File: src/rtl/thr_enc_pkg.sv
package thr_enc_pkg;
  localparam int MASK_W = 8;
  localparam int CNT_W  = 2;
  localparam logic [CNT_W-1:0] CNT_SAT = '1;

  function automatic logic [CNT_W-1:0] sat_count(input int unsigned n);
    if (n > int'(CNT_SAT)) return CNT_SAT;
    return n[CNT_W-1:0];
  endfunction
endpackage

File: src/rtl/thr_bank.sv
module thr_bank #(
  parameter int EW   = 12,
  parameter int NTHR = 7,
  parameter int AW   = 3
) (
  input  logic               clk,
  input  logic               rst_n,
  input  logic               we,
  input  logic [AW-1:0]      addr,
  input  logic [EW-1:0]      wdata,
  output logic [NTHR*EW-1:0] thr_flat
);
  for (genvar k = 0; k < NTHR; k++) begin : g_thr
    logic [EW-1:0] val;
    always_ff @(posedge clk) begin
      if (!rst_n)                             val <= '1;
      else if (we && addr == AW'(k))          val <= wdata;
    end
    assign thr_flat[k*EW +: EW] = val;
  end

  AST_ADDR_IGNORED: assert property (@(posedge clk) disable iff (!rst_n)
    (we && int'(addr) >= NTHR) |=> $stable(thr_flat));
endmodule

File: src/rtl/thr_compare.sv
module thr_compare #(
  parameter int EW     = 12,
  parameter int NTHR   = 7,
  parameter int CODE_W = 3
) (
  input  logic [EW-1:0]      energy,
  input  logic [NTHR*EW-1:0] thr_flat,
  output logic [NTHR-1:0]    pass,
  output logic [CODE_W-1:0]  code
);
  for (genvar k = 0; k < NTHR; k++) begin : g_cmp
    assign pass[k] = (energy >= thr_flat[k*EW +: EW]);
  end

  always_comb begin
    code = '0;
    for (int k = 0; k < NTHR; k++)
      if (pass[k]) code = CODE_W'(k + 1);
  end
endmodule

File: src/rtl/thr_count.sv
module thr_count
  import thr_enc_pkg::*;
#(
  parameter int NPOS = 4,
  parameter int NTHR = 7,
  parameter int NCNT = 6
) (
  input  logic [NPOS*NTHR-1:0]  pass_all,
  output logic [NCNT*CNT_W-1:0] cnt_flat
);
  for (genvar k = 0; k < NCNT; k++) begin : g_col
    logic [NPOS-1:0] col;
    for (genvar p = 0; p < NPOS; p++) begin : g_pos
      assign col[p] = pass_all[p*NTHR + k];
    end
    assign cnt_flat[k*CNT_W +: CNT_W] = sat_count($countones(col));
  end
endmodule

File: src/rtl/thr_result_encoder.sv
module thr_result_encoder
  import thr_enc_pkg::*;
#(
  parameter int EW   = 12,
  parameter int NPOS = 4,
  parameter int NTHR = 7,
  parameter int NCNT = 6,
  localparam int AW     = $clog2(NTHR + 1),
  localparam int CODE_W = $clog2(NTHR + 1)
) (
  input  logic                     clk,
  input  logic                     rst_n,
  input  logic                     thr_we,
  input  logic [AW-1:0]            thr_addr,
  input  logic [EW-1:0]            thr_wdata,
  input  logic                     in_valid,
  output logic                     in_ready,
  input  logic [NPOS*EW-1:0]       in_energy,
  output logic                     out_valid,
  input  logic                     out_ready,
  output logic [NPOS*CODE_W-1:0]   out_code,
  output logic [NCNT*CNT_W-1:0]    out_count,
  output logic [NPOS*MASK_W-1:0]   out_mask
);
  logic [NTHR*EW-1:0]      thr_flat;
  logic [NPOS*NTHR-1:0]    pass_all;
  logic [NPOS*CODE_W-1:0]  nxt_code;
  logic [NPOS*MASK_W-1:0]  nxt_mask;
  logic [NCNT*CNT_W-1:0]   nxt_count;
  logic                    accept;

  thr_bank #(.EW(EW), .NTHR(NTHR), .AW(AW)) u_bank (
    .clk(clk), .rst_n(rst_n), .we(thr_we), .addr(thr_addr),
    .wdata(thr_wdata), .thr_flat(thr_flat)
  );

  for (genvar p = 0; p < NPOS; p++) begin : g_pos
    logic [NTHR-1:0] pass_p;
    thr_compare #(.EW(EW), .NTHR(NTHR), .CODE_W(CODE_W)) u_cmp (
      .energy(in_energy[p*EW +: EW]), .thr_flat(thr_flat),
      .pass(pass_p), .code(nxt_code[p*CODE_W +: CODE_W])
    );
    assign pass_all[p*NTHR +: NTHR]     = pass_p;
    assign nxt_mask[p*MASK_W +: MASK_W] = {{(MASK_W-NTHR){1'b0}}, pass_p};
  end

  thr_count #(.NPOS(NPOS), .NTHR(NTHR), .NCNT(NCNT)) u_cnt (
    .pass_all(pass_all), .cnt_flat(nxt_count)
  );

  assign in_ready = !out_valid || out_ready;
  assign accept   = in_valid && in_ready;

  always_ff @(posedge clk) begin
    if (!rst_n) begin
      out_valid <= 1'b0;
      out_code  <= '0;
      out_count <= '0;
      out_mask  <= '0;
    end else if (accept) begin
      out_valid <= 1'b1;
      out_code  <= nxt_code;
      out_count <= nxt_count;
      out_mask  <= nxt_mask;
    end else if (out_ready) begin
      out_valid <= 1'b0;
    end
  end

  AST_ACCEPT_TO_VALID: assert property (@(posedge clk) disable iff (!rst_n)
    (in_valid && in_ready) |=> out_valid);
  AST_IDLE_DRAIN: assert property (@(posedge clk) disable iff (!rst_n)
    (out_valid && out_ready && !in_valid) |=> !out_valid);
  AST_STALL_HOLD: assert property (@(posedge clk) disable iff (!rst_n)
    (out_valid && !out_ready) |=> (out_valid && $stable(out_code)
      && $stable(out_count) && $stable(out_mask)));

  for (genvar p = 0; p < NPOS; p++) begin : g_chk_pos
    AST_CODE_MASK_AGREE: assert property (@(posedge clk) disable iff (!rst_n)
      out_valid |-> ((out_code[p*CODE_W +: CODE_W] == '0)
                     == (out_mask[p*MASK_W +: NTHR] == '0)));
  end

  for (genvar k = 0; k < NCNT; k++) begin : g_chk_cnt
    logic [NPOS-1:0] col_q;
    for (genvar p = 0; p < NPOS; p++) begin : g_b
      assign col_q[p] = out_mask[p*MASK_W + k];
    end
    AST_COUNT_FROM_MASK: assert property (@(posedge clk) disable iff (!rst_n)
      out_valid |-> (out_count[k*CNT_W +: CNT_W] == sat_count($countones(col_q))));
  end
endmodule

File: config.mk
export PLATFORM = sky130hd
export DESIGN_NAME = thr_result_encoder
export DESIGN_NICKNAME = d
export VERILOG_FILES = /design/src/rtl/thr_enc_pkg.sv /design/src/rtl/thr_bank.sv /design/src/rtl/thr_compare.sv /design/src/rtl/thr_count.sv /design/src/rtl/thr_result_encoder.sv
export SDC_FILE = /design/constraint.sdc
export NUM_CORES = 1
export LEC_CHECK = 0
export ABC_AREA = 1
export BUFFER_PORTS_ARGS = -buffer_cell sky130_fd_sc_hd__buf_4
export CELL_PAD_IN_SITES_DETAIL_PLACEMENT = 0
export CELL_PAD_IN_SITES_GLOBAL_PLACEMENT = 1
export CORE_UTILIZATION = 45
export DETAILED_ROUTE_END_ITERATION = 12
export MAX_ROUTING_LAYER = met4
export PLACE_DENSITY = 0.89
export SYNTH_ARGS = -nofsm -noshare
export SYNTH_HDL_FRONTEND = slang
export SYNTH_SLANG_ARGS = --single-unit
File: constraint.sdc
create_clock -name clk -period 3.81 [get_ports clk]
set_clock_uncertainty 0.2 [all_clocks]
set_input_delay 0.381 -clock clk [delete_from_list [all_inputs] [get_ports clk]]
set_output_delay 0.381 -clock clk [all_outputs]
set_load 0.05 [all_outputs]
==> reports/qor.yml <==
ys_ff_latch: 137
cp_slowest_cell: "fa_1"
timing.critical_path.slowest_cell_delay_ps: 440
synth_top_area_share_pct: 33.83
p_comb_share_pct: 27.2
grt_util_all_layers_pct: 31.05
cp_num_buf_inv: 2
design.die.area_um2: 29690
cts_tree: "done"
synth_cells: 1750
path_cells: "inv_1 -> ha_1 -> a21o_1 -> nor2_1 -> nand2_1 -> nor2_1 -> inv_1 -> ha_1 -> ha_1 -> fa_1 -> nor3_1 -> nor2_1"
num_rows: 61
ctsHoldBuffers: 0
hold_viol: 0
power_switching_mw: 1.621
drive_gt1_share_pct: 10.16
gp_congestion: 0.9469
antenna_found_initial: 0
fillCellCount: 2707
start_kind: "register"
dpl_cell_area_um2: 14300
drt-total-wl_um: 44060
cts_sinks: 137
reg2reg_depth: 12
p_clk_share_pct: 37.4
fin_crit_sh_pct: 88.77
final_nets: 2284
leakage_nw: 8.591
slew_headroom_pct: 20.08
endpoint_kind: "register"
synthFlopType: "dfxtp_1"
worst_pin_slew_ps: 1197
port_buffers: 121
hold-path-cell-count: 3
cts_resized: 0
ioPinCount: 126
core_area_um2: 28160
grt_pass1_vias: 11310
drc: 0
grt_overflow: 0
timing.rr.end: "out_count[3]"
post_synth_num_cell_types: 39
p_seq_share_pct: 35.4
finalSetupViolations: 0
max_clock_freq_mhz: 295.7
firstDrtPassIters: 5
vias: 12430
wl_per_cell_um: 19.60
insertion_delay_ps: 440
clockBufferDepth: 2
peakVddDrop_mv: 0.2767
syn_to_final_growth_pct: 13.82
status: "complete, no violations"
total_power_mw: 4.365
hold_class: "in2reg"
switching_share_pct: 37.14
crit_arrival_ps: 3500
cp_top_family: "adder cells"
path_class: "reg2reg"
period_needed_ps: 3382
clockRootBuffer: "clkbuf_16"
p_int_mw: 2.744
drtIter0Drc: 1140
numCtsBuffers: 17
yosysSeqAreaShare_pct: 21.01
setup_tns_ps: 0
min-delay-start: "thr_wdata[0]"
worst_ep_required_time_ps: 3930
cts_setup_buffers: 0
cts_max_level: 4
drtAntennaViolNets: 0
path_depth: 12
grt_pass1_wl_um: 65680
min_to: "u_bank.g_thr[0].val[0]"
syn_avg_cell_area_um2: 7.459
die_height_um: 172.3
fp.dieW_um: 172.3
mappedNetlistArea_um2: 13050
async_flop_share_pct: 0
rsz0062_at_grt: "false"
r2r_slack_ps: 430
ys_warn_count: 0
regToRegStartpoint: "u_bank.g_thr[1].val[11]"
synth_top_area_cell: "ha_1"
antennaDiodeCount: 0
clk_pin_slew_ps: 80
synth_enable_flop_cells: 0
slew_violations: 0
maxCapViolCount: 0
cellPowerDensity_nw_per_um2: 293.8
initial_core_util_pct: 46.35
final_area_um2: 14860
final_util_pct: 52.76
grt_max_degree: 70
ys_top_cells_by_area: "ha_1 (34%), dfxtp_1 (21%), nand2_1 (11%)"
viasPerCell: 5.528
dp_hpwl_um: 34180
cp_max_fo: 5
-- flip-flops by register name, indices dropped and copies added (netlist names) --
register / cells
out_mask: 28
out_code: 12
out_count: 12
u_bank.g_thr.val: 84
out_valid: 1
-- area by class of cell --
cell class | count | area, um^2 | area share, %
multi-input combinational | 1334 | 9216 | 62.03
timing repair buffer | 127 | 965.9 | 6.501
clock buffer | 17 | 425.4 | 2.863
tap | 378 | 473.0 | 3.183
clock inverter | 15 | 133.9 | 0.9010
sequential | 137 | 2743 | 18.46
inverter | 240 | 900.9 | 6.063
-- metal layers --
layer | up-vias | global-route usage (%) | share of wire (%)
met5 | - | - | 0
met4 | 0 | 11.31 | 3.4
met1 | 5735 | 41.16 | 46
met2 | 425 | 47.76 | 44
met3 | 87 | 4.486 | 7.0
li1 | 6180 | - | -
-- logic make-up (layout without fill, tap and decap cells) --
kind of cell / count (synthesis) / after routing / share of synthesized area (%)
and+or+nand+nor: 612 / 612 / 19.43
adders and majority gates: 359 / 359 / 34.76
AOI/OAI and AO/OA: 359 / 359 / 16.30
buffers and inverters: 282 / 399 / 8.473
DFF: 137 / 137 / 21.01
other: 1 / 4 / 0.02873
-- cells in the mapped netlist, types with 3 or more instances --
cell	count
dfxtp_1	137
nor3_1	22
clkbuf_1	18
a21oi_1	141
o211ai_1	102
nand2_1	369
fa_1	6
nand2_2	4
nor2_2	10
o21ai_1	3
nand4_1	19
a21o_1	4
o21ai_0	88
ha_1	353
nor4_1	4
inv_1	235
o21a_1	5
buf_4	7
nor2_1	130
o21bai_1	4
buf_2	16
inv_2	5
a21boi_0	6
nand3_1	41
-- worst max-delay path by stage --
stage | start | endpoint
finish | u_bank.g_thr[1].val[11] | out_count[3]
global route | u_bank.g_thr[3].val[9] | out_count[7]
CTS | u_bank.g_thr[1].val[11] | out_count[3]
detailed placement | in_energy[36] | out_count[1]
global placement | in_energy[24] | out_count[5]
floorplan | in_energy[0] | out_count[5]
-- worst reg2reg max path: cells and delay by family (launching register included) --
| family | cells | cell delay [ps] |
|---|---|---|
| compound gates | 1 | 190 |
| simple gates | 5 | 990 |
| buf+inv | 2 | 330 |
| flops | 1 | 300 |
| fa+ha+maj | 4 | 1250 |
-- metrics by stage --
step	instances	hold slack [ps]	setup slack [ps]
final	2248	21.99	428.0
after global routing	2248	15.53	338.9
after CTS	2248	15.85	503.0
after detailed placement	2216	292.7	342.7
after global placement	2216	287.2	355.8
after floorplan	1753	306.5	1049
-- cells in the final DEF (no fill, tap or decap), types with 2 or more instances in the layout --
master	netlist	layout
a211oi_2	2	2
a21boi_0	6	6
a21o_1	4	4
a21oi_1	141	141
a21oi_2	2	2
buf_4	7	126
clkbuf_16	0	17
clkinv_4	0	5
conb_1	1	4
dfxtp_1	137	137
fa_1	6	6
ha_1	353	353
inv_1	235	235
inv_2	5	5
inv_6	0	5
inv_8	0	3
nand2_1	369	369
nand2_2	4	4
nand3_1	41	41
nand3_2	2	2
nand3b_1	2	2
nand4_1	19	19
nor2_1	130	130
nor2_2	10	10
nor3_1	22	22
nor3_2	2	2
nor4_1	4	4
o211ai_1	102	102
o21a_1	5	5
o21ai_0	88	88
o21ai_1	3	3
o21bai_1	4	4
or2_1	2	2
-- power by group through the flow --
stage               Clock, mW  Combinational (mW)  Sequential [mW]
floorplan                   0               0.590             1.71
global placement            0                1.14             1.58
detailed placement          0                1.17             1.58
CTS                      1.65                1.18             1.54
global route             1.72                1.32             1.55
finish                   1.63                1.19             1.54
No activity file was read; power rests on OpenSTA's default activity.
